<file path="config.mk">
export PLATFORM = sky130hd
export DESIGN_NAME = offset_dac_rx
export DESIGN_NICKNAME = d
export VERILOG_FILES = /design/src/rtl/offset_dac_rx.sv
export SDC_FILE = /design/constraint.sdc
export NUM_CORES = 1
export LEC_CHECK = 0
export ABC_AREA = 1
export BUFFER_PORTS_ARGS = -buffer_cell sky130_fd_sc_hd__buf_4
export CORE_MARGIN = 1.5
export CORE_UTILIZATION = 60
export CTS_BUF_LIST = sky130_fd_sc_hd__clkbuf_16
export DETAILED_ROUTE_END_ITERATION = 6
export GPL_TIMING_DRIVEN = 0
export PLACE_DENSITY = 0.82
export SLEW_MARGIN = 20
export SYNTH_ARGS = -nofsm -noshare
export SYNTH_HDL_FRONTEND = slang
export SYNTH_SLANG_ARGS = --single-unit
</file>
<file path="constraint.sdc">
create_clock -name clk -period 4.8 [get_ports clk]
set_clock_uncertainty 0.2 [all_clocks]
set_input_delay 0.72 -clock clk [delete_from_list [all_inputs] [get_ports clk]]
set_output_delay 0.72 -clock clk [all_outputs]
set_load 0.1 [all_outputs]
</file>
<file path="src/rtl/offset_dac_rx.sv">
module offset_dac_rx #(
  parameter int MAX_BYTES = 4
) (
  input  logic       clk,
  input  logic       rst_n,
  input  logic       scl_in,
  input  logic       sda_in,
  input  logic [1:0] chip_sel,
  output logic       sda_oe,
  output logic [5:0] conv1_code,
  output logic [5:0] conv2_code,
  output logic [5:0] conv3_code,
  output logic [1:0] range_code,
  output logic [3:0] upd_strobe
);
  localparam int CNT_W = $clog2(MAX_BYTES + 1);

  typedef enum logic [1:0] {ST_IDLE, ST_ADDR, ST_DATA, ST_SKIP} state_t;

  state_t           state;
  logic [2:0]       scl_q, sda_q;
  logic [6:0]       shreg;
  logic [3:0]       bitcnt;
  logic [CNT_W-1:0] nbytes;
  logic             ack_pend;

  wire scl    = scl_q[1];
  wire scl_d  = scl_q[2];
  wire sda    = sda_q[1];
  wire sda_d  = sda_q[2];
  wire rise   = scl & ~scl_d;
  wire fall   = ~scl & scl_d;
  wire start  = scl & scl_d & sda_d & ~sda;
  wire stop   = scl & scl_d & ~sda_d & sda;
  wire [7:0] byte_now = {shreg, sda};
  wire addr_ok = byte_now == {4'b1100, chip_sel, 2'b10};
  wire active  = (state == ST_ADDR) || (state == ST_DATA);

  always_ff @(posedge clk or negedge rst_n) begin
    if (!rst_n) begin
      scl_q <= 3'b111;
      sda_q <= 3'b111;
    end else begin
      scl_q <= {scl_q[1:0], scl_in};
      sda_q <= {sda_q[1:0], sda_in};
    end
  end

  always_ff @(posedge clk or negedge rst_n) begin
    if (!rst_n) begin
      state      <= ST_IDLE;
      shreg      <= '0;
      bitcnt     <= '0;
      nbytes     <= '0;
      ack_pend   <= 1'b0;
      sda_oe     <= 1'b0;
      conv1_code <= '0;
      conv2_code <= '0;
      conv3_code <= '0;
      range_code <= '0;
      upd_strobe <= '0;
    end else begin
      upd_strobe <= '0;
      if (start || stop) begin
        state    <= start ? ST_ADDR : ST_IDLE;
        bitcnt   <= '0;
        nbytes   <= '0;
        ack_pend <= 1'b0;
        sda_oe   <= 1'b0;
      end else begin
        if (fall) begin
          sda_oe <= (bitcnt == 4'd8) && ack_pend;
          if (bitcnt == 4'd8) ack_pend <= 1'b0;
        end
        if (rise && active) begin
          if (bitcnt == 4'd8) begin
            bitcnt <= '0;
            if (state == ST_DATA && nbytes == CNT_W'(MAX_BYTES)) state <= ST_SKIP;
          end else begin
            shreg  <= byte_now[6:0];
            bitcnt <= bitcnt + 4'd1;
            if (bitcnt == 4'd7) begin
              if (state == ST_ADDR) begin
                if (addr_ok) begin
                  ack_pend <= 1'b1;
                  state    <= ST_DATA;
                end else begin
                  state <= ST_SKIP;
                end
              end else begin
                ack_pend <= 1'b1;
                nbytes   <= nbytes + 1'b1;
                case (byte_now[7:6])
                  2'b00: begin conv1_code <= byte_now[5:0]; upd_strobe <= 4'b0001; end
                  2'b01: begin conv2_code <= byte_now[5:0]; upd_strobe <= 4'b0010; end
                  2'b10: begin conv3_code <= byte_now[5:0]; upd_strobe <= 4'b0100; end
                  default: begin range_code <= byte_now[1:0]; upd_strobe <= 4'b1000; end
                endcase
              end
            end
          end
        end
      end
    end
  end

  p_one_strobe_r6: assert property (@(posedge clk) disable iff (!rst_n)
    $onehot0(upd_strobe));

  p_strobe_single_r6: assert property (@(posedge clk) disable iff (!rst_n)
    (|upd_strobe) |=> (upd_strobe == 4'b0000));

  p_regs_hold_r3: assert property (@(posedge clk) disable iff (!rst_n)
    (upd_strobe == 4'b0000) |-> $stable({conv1_code, conv2_code, conv3_code, range_code}));

  p_byte_cap_r7: assert property (@(posedge clk) disable iff (!rst_n)
    nbytes <= CNT_W'(MAX_BYTES));

  p_ack_scl_low_r1: assert property (@(posedge clk) disable iff (!rst_n)
    $rose(sda_oe) |-> !scl);

  p_skip_quiet_r2: assert property (@(posedge clk) disable iff (!rst_n)
    (state == ST_SKIP) |=> (upd_strobe == 4'b0000));

  p_stop_clears_r9: assert property (@(posedge clk) disable iff (!rst_n)
    stop |=> (!sda_oe && nbytes == '0));
endmodule

</file>
### Yosys cells after proc, flatten, opt, wreduce, memory -nomap -nowiden

Cells that the tools add are included.

* register bits: 48
* output and inout bits: 25
* logic and storage cells: 92

* add/sub/neg operators: 2
* equality and inequality tests: 11
* multiplexer cells: 32
* bitwise gates (word level): 15
* reductions and logical operators: 19

Operators by type and width (count)
* 4-bit 2-to-1 mux: 8
* 6-bit AND reduction: 4
* 3-bit 2-to-1 mux: 5
* 1-bit 2-to-1 mux: 12
* 2-bit 2-to-1 mux: 6
* 4-bit case mux with 3 select lines: 1
* 8-bit equality test: 1
* 1-bit inverter: 8
* 4-bit AND reduction: 2
* 1-bit bitwise AND: 7
* 2-bit nonzero test: 3
* 3-bit nonzero test: 2
* 4-bit by 1-bit adder with 4-bit output, second input constant: 1
* 2-bit by 1-bit equality test with 1-bit output, second input constant: 2
* 2-bit equality test, second input constant: 2
* 4-bit by 3-bit equality test with 1-bit output, second input constant: 1
* 4-bit equality test, second input constant: 1
* 3-bit by 1-bit adder with 3-bit output, second input constant: 1
* 3-bit equality test, second input constant: 1
* 1-bit logical AND: 3
* 3-bit by 2-bit inequality test with 1-bit output, second input constant: 1
* 3-bit AND reduction: 1
* 3-bit OR reduction: 1
* 2-bit logical NOT: 1
* 3 further kinds: 4

### Longest topological paths before layout

* depth in word-level cells: 9
* gate-level depth with buffers: 11

### Least setup slack after synthesis

Ideal clock, no wire load.

* path kind: reg2reg
* from: register state[0]
* to: register conv1_code[2]
* data arrival time: 1.500 ns
* data required time: 4.478 ns
* slack: 2.978 ns
* cell stages (with the launch flop): 12
* path buffers: 1
* clock period less this slack: 1.822 ns
* path through: dfrtp_1 inv_1 ha_1 inv_1 nand3_2 nor2_8 inv_4 nor2_4 nand2_2 buf_6 nand2_1 o21ai_2

* cells in the longest elaborated chain, start to end: 4
* elaborated cells on any way between the ends: 6
* those cells by class: eq/ne: 2; bitwise: 1; reduce/logical: 3

RTL lines
* start: declaration: line 20 `state_t state;`
* start signal: assignment: line 65 `state <= start ? ST_ADDR : ST_IDLE;`
* 2-bit by 1-bit equality test with 1-bit output or 2-bit equality test (tied branches): line 37, 83
* 1-bit logical OR: line 37 `wire active = (state == ST_ADDR) || (state == ST_DATA);`
* 1-bit logical AND: line 75 `if (rise && active) begin`
* 6-bit AND reduction (no line) (*)
* end signal: assignment: line 57 `conv1_code <= '0;`
* end signal: assignment: line 94 `2'b00: begin conv1_code <= byte_now[5:0]; upd_strobe <= 4'b0001; end`
* end: declaration: line 10 `output logic [5:0] conv1_code,`

Every way passes the cells marked *; elsewhere a longest branch is shown, timed or not.
A chain may end at the register's enable or synchronous reset.

### Worst setup path in the final report

* from: register state[0]
* to: register conv1_code[4]

The elaborated chain is that of the path after synthesis.

==> flow_metrics.tcl <==
set metrics [dict create \
    first_pass_iters 4 \
    crit_chain "inv_1, ha_1, inv_1, nand3_2, nor2_8, inv_4, nor2_4, nand2_2, buf_6, nand2_1, o21ai_2" \
    fillers 230 \
    ioPinCount 31 \
    crit_path_max_fanout 10 \
    setup_viol 0 \
    grt_overflow 0 \
    post_dp_cell_area_um2 2400 \
    totalPowerFinal_mw 1.17 \
    synth_top_area_share_pct 49.6 \
    finalHoldViolCount 0 \
    path_buf_inv 4 \
    grt_busiest_layer "met2" \
    ant_nets 0 \
    synth_top_family_by_area "simple AND/OR/NAND/NOR gates" \
    synthTopCellsByCount "52 x nand2_1, 42 x dfrtp_1, 26 x inv_1" \
    rows 21 \
    worst_slew_pin_slew_ps 577 \
    cts_hold_buf 0 \
    ys_warn_count 0 \
    yosys.area.top_type "dfrtp_1" \
    met1_usage_pct 28.8 \
    layout-drive-gt1-share_pct 27.6 \
    multi_input_area_um2 751 \
    tns_ps 0 \
    cts-resized-gates 0 \
    ff2ff_setup_slack_ps 2830 \
    slew_headroom_pct 61.6 \
    gp_congestion 0.882 \
    end_kind "register" \
    io_buffers 30 \
    die_h_um 62.4 \
    seq_area_um2 1210 \
    grt_pass1_wl_um 6990 \
    maxCapViolations 0 \
    synth_mux_area_share_pct 0 \
    yosys.area_share.simple_pct 19.7 \
    ys_seq_area_share_pct 57.1 \
    die-area_um2 3890 \
    synth-compound-area-share_pct 11.0 \
    cts.sinks 48 \
    grt_pass1_vias 1601 \
    routed-via-count 1541 \
    syn_area_um2 2120 \
    wirelength_um 3890 \
    synth_fa_ha_area_share_pct 3.55 \
    fp.coreArea_um2 3360 \
    slowest_delay_ps 380 \
    fp.dieW_um 62.4 \
    yosysMostFrequentCell "nand2_1" \
    syn_nets 228 \
    use_met2_pct 38.4 \
    antenna_cells 0 \
    min_period_ps 1970 \
    powerDensity_nw_per_um2 455 \
    cts_buffer_depth 2 \
    antenna_found_initial 0 \
    cts_buffers 5 \
    async_flop_share_pct 100 \
    arrival_ps 1950 \
    required_ps 4780 \
    crit_top_cell "inv_1" \
    timing_worst_setup_path_type "reg2reg" \
    final.period_utilization_pct 41.0 \
    crit_family "simple AND/OR/NAND/NOR gates" \
    root_buffer "clkbuf_16" \
    drt_iter0_drc 73 \
    ys.flop_type "dfrtp_1" \
    final_area_um2 2570 \
    clk_latency_ps 290 \
    synth-xor-area-share_pct 1.24 \
    synthTopCellsByArea "dfrtp_1 50%, nand2_1 9.2%, dfstp_2 7.4%" \
    synth-seq-cells 48 \
    hold_class "reg2reg" \
    slew_viol_final 0 \
    whs_ps 157 \
    initial_utilization_pct 62.9 \
    htreeDepth 2 \
    path_clk_slew_ps 60 \
    slowest_stage "dfrtp_1" \
    place.detailed.hpwl_um 2710 \
    synth_edf_count 0 \
    peakVddDrop_uv 340 \
    grt_max_degree 49 \
    p_leak_nw 1.32 \
    drc 0 \
    synth_cell_types 30 \
    outcome "finished, final reports clean" \
    grt_util_met3_pct 7.39 \
    syn_inst 216 \
    post-cts-setup-buffer-count 0 \
    routedWlPerCell_um 13.0 \
    start_kind "register" \
    fmaxAchievable_ghz 0.508 \
    cts_tree "yes" \
    area_growth_pct 21.3 \
    synth.avg_cell_area_um2 9.80 \
    grt_util_all_layers_pct 23.4 \
    fin_nets 265 \
    vias_per_cell 5.14 \
    rsz0062_at_grt "false" \
]
[final timing paths]
| path | from | endpoint | cells after the start |
|---|---|---|---|
| max reg2reg | state[0] | conv1_code[4] | 11 |
| min | scl_q[0] | scl_q[1] | 0 |
| min in group asynchronous | rst_n | upd_strobe[2] | 1 |
| max in group asynchronous | rst_n | sda_q[2] | 1 |
| min reg2reg | scl_q[0] | scl_q[1] | 0 |
| max | state[0] | conv1_code[4] | 11 |
[state kept, by name, summed over array words and instances (netlist names)]
register and cells:
ack_pend 1, bitcnt 4, conv1_code 6, conv2_code 6
conv3_code 6, nbytes 3, range_code 2, scl_q 3
sda_oe 1, sda_q 3, shreg 7, state 2
upd_strobe 4
[worst register-to-register path, cell delays in order (launching register included)]
cell and delay (ps):
dfrtp_1 380, inv_1 50, ha_1 280, inv_1 70
nand3_2 150, nor2_8 190, inv_4 70, nor2_4 90
nand2_2 90, buf_6 160, nand2_1 70, o21ai_2 50
[layout by cell type, fill, tap and decap left out, types with 2 or more instances in the layout]
cell type / n
nand2_2: 2
clkbuf_16: 5
o21ai_1: 4
nor2_1: 10
nand2_1: 52
xor2_1: 2
nand3_2: 3
dfrtp_1: 42
buf_6: 3
ha_1: 6
o22ai_1: 2
o21ai_2: 9
inv_4: 2
inv_1: 26
o21ai_0: 17
dfstp_2: 6
buf_4: 30
buf_2: 2
nand3_1: 13
a21oi_1: 3
[layout make-up]
cell class,count,area share (%)
Sequential cell,48,47.1
Multi-Input combinational cell,134,29.2
Timing Repair Buffer,30,8.77
Clock buffer,5,4.87
Inverter,29,4.43
Tap cell,46,2.24
Buffer,5,1.71
Clock inverter,3,1.66
[report_power, final]
| part | internal [mW] | switching [mW] | leakage (nW) |
|---|---|---|---|
| sequential | 0.461 | 0.0510 | 0.636 |
| combinational | 0.0776 | 0.188 | 0.604 |
| clock | 0.245 | 0.145 | 0.0814 |
| total | 0.783 | 0.383 | 1.32 |
[logic make-up (layout without fill, tap and decap cells)]
kind of cell / after synthesis / after routing
AND/OR/NAND/NOR: 87 / 87
adder cells (fa/ha/maj): 6 / 6
flip-flops: 48 / 48
AO/OA/AOI/OAI: 38 / 38
XOR/XNOR: 3 / 3
buffers and inverters: 34 / 72
[metal layers]
layer	up-vias	part of all wire (%)
met1	742	44
met3	5	4.0
li1	765	-
met2	29	50
met5	-	0
met4	0	1.4
[stage by stage]
stage	utilization [%]	setup WS, ps	cells
after floorplan	-	2980	216
after global placement	71.4	2860	292
after global routing	76.3	2660	300
final	76.3	2830	300
after detailed placement	71.4	2830	292
after CTS	76.3	2820	300
(Power assumes the default switching activity.)
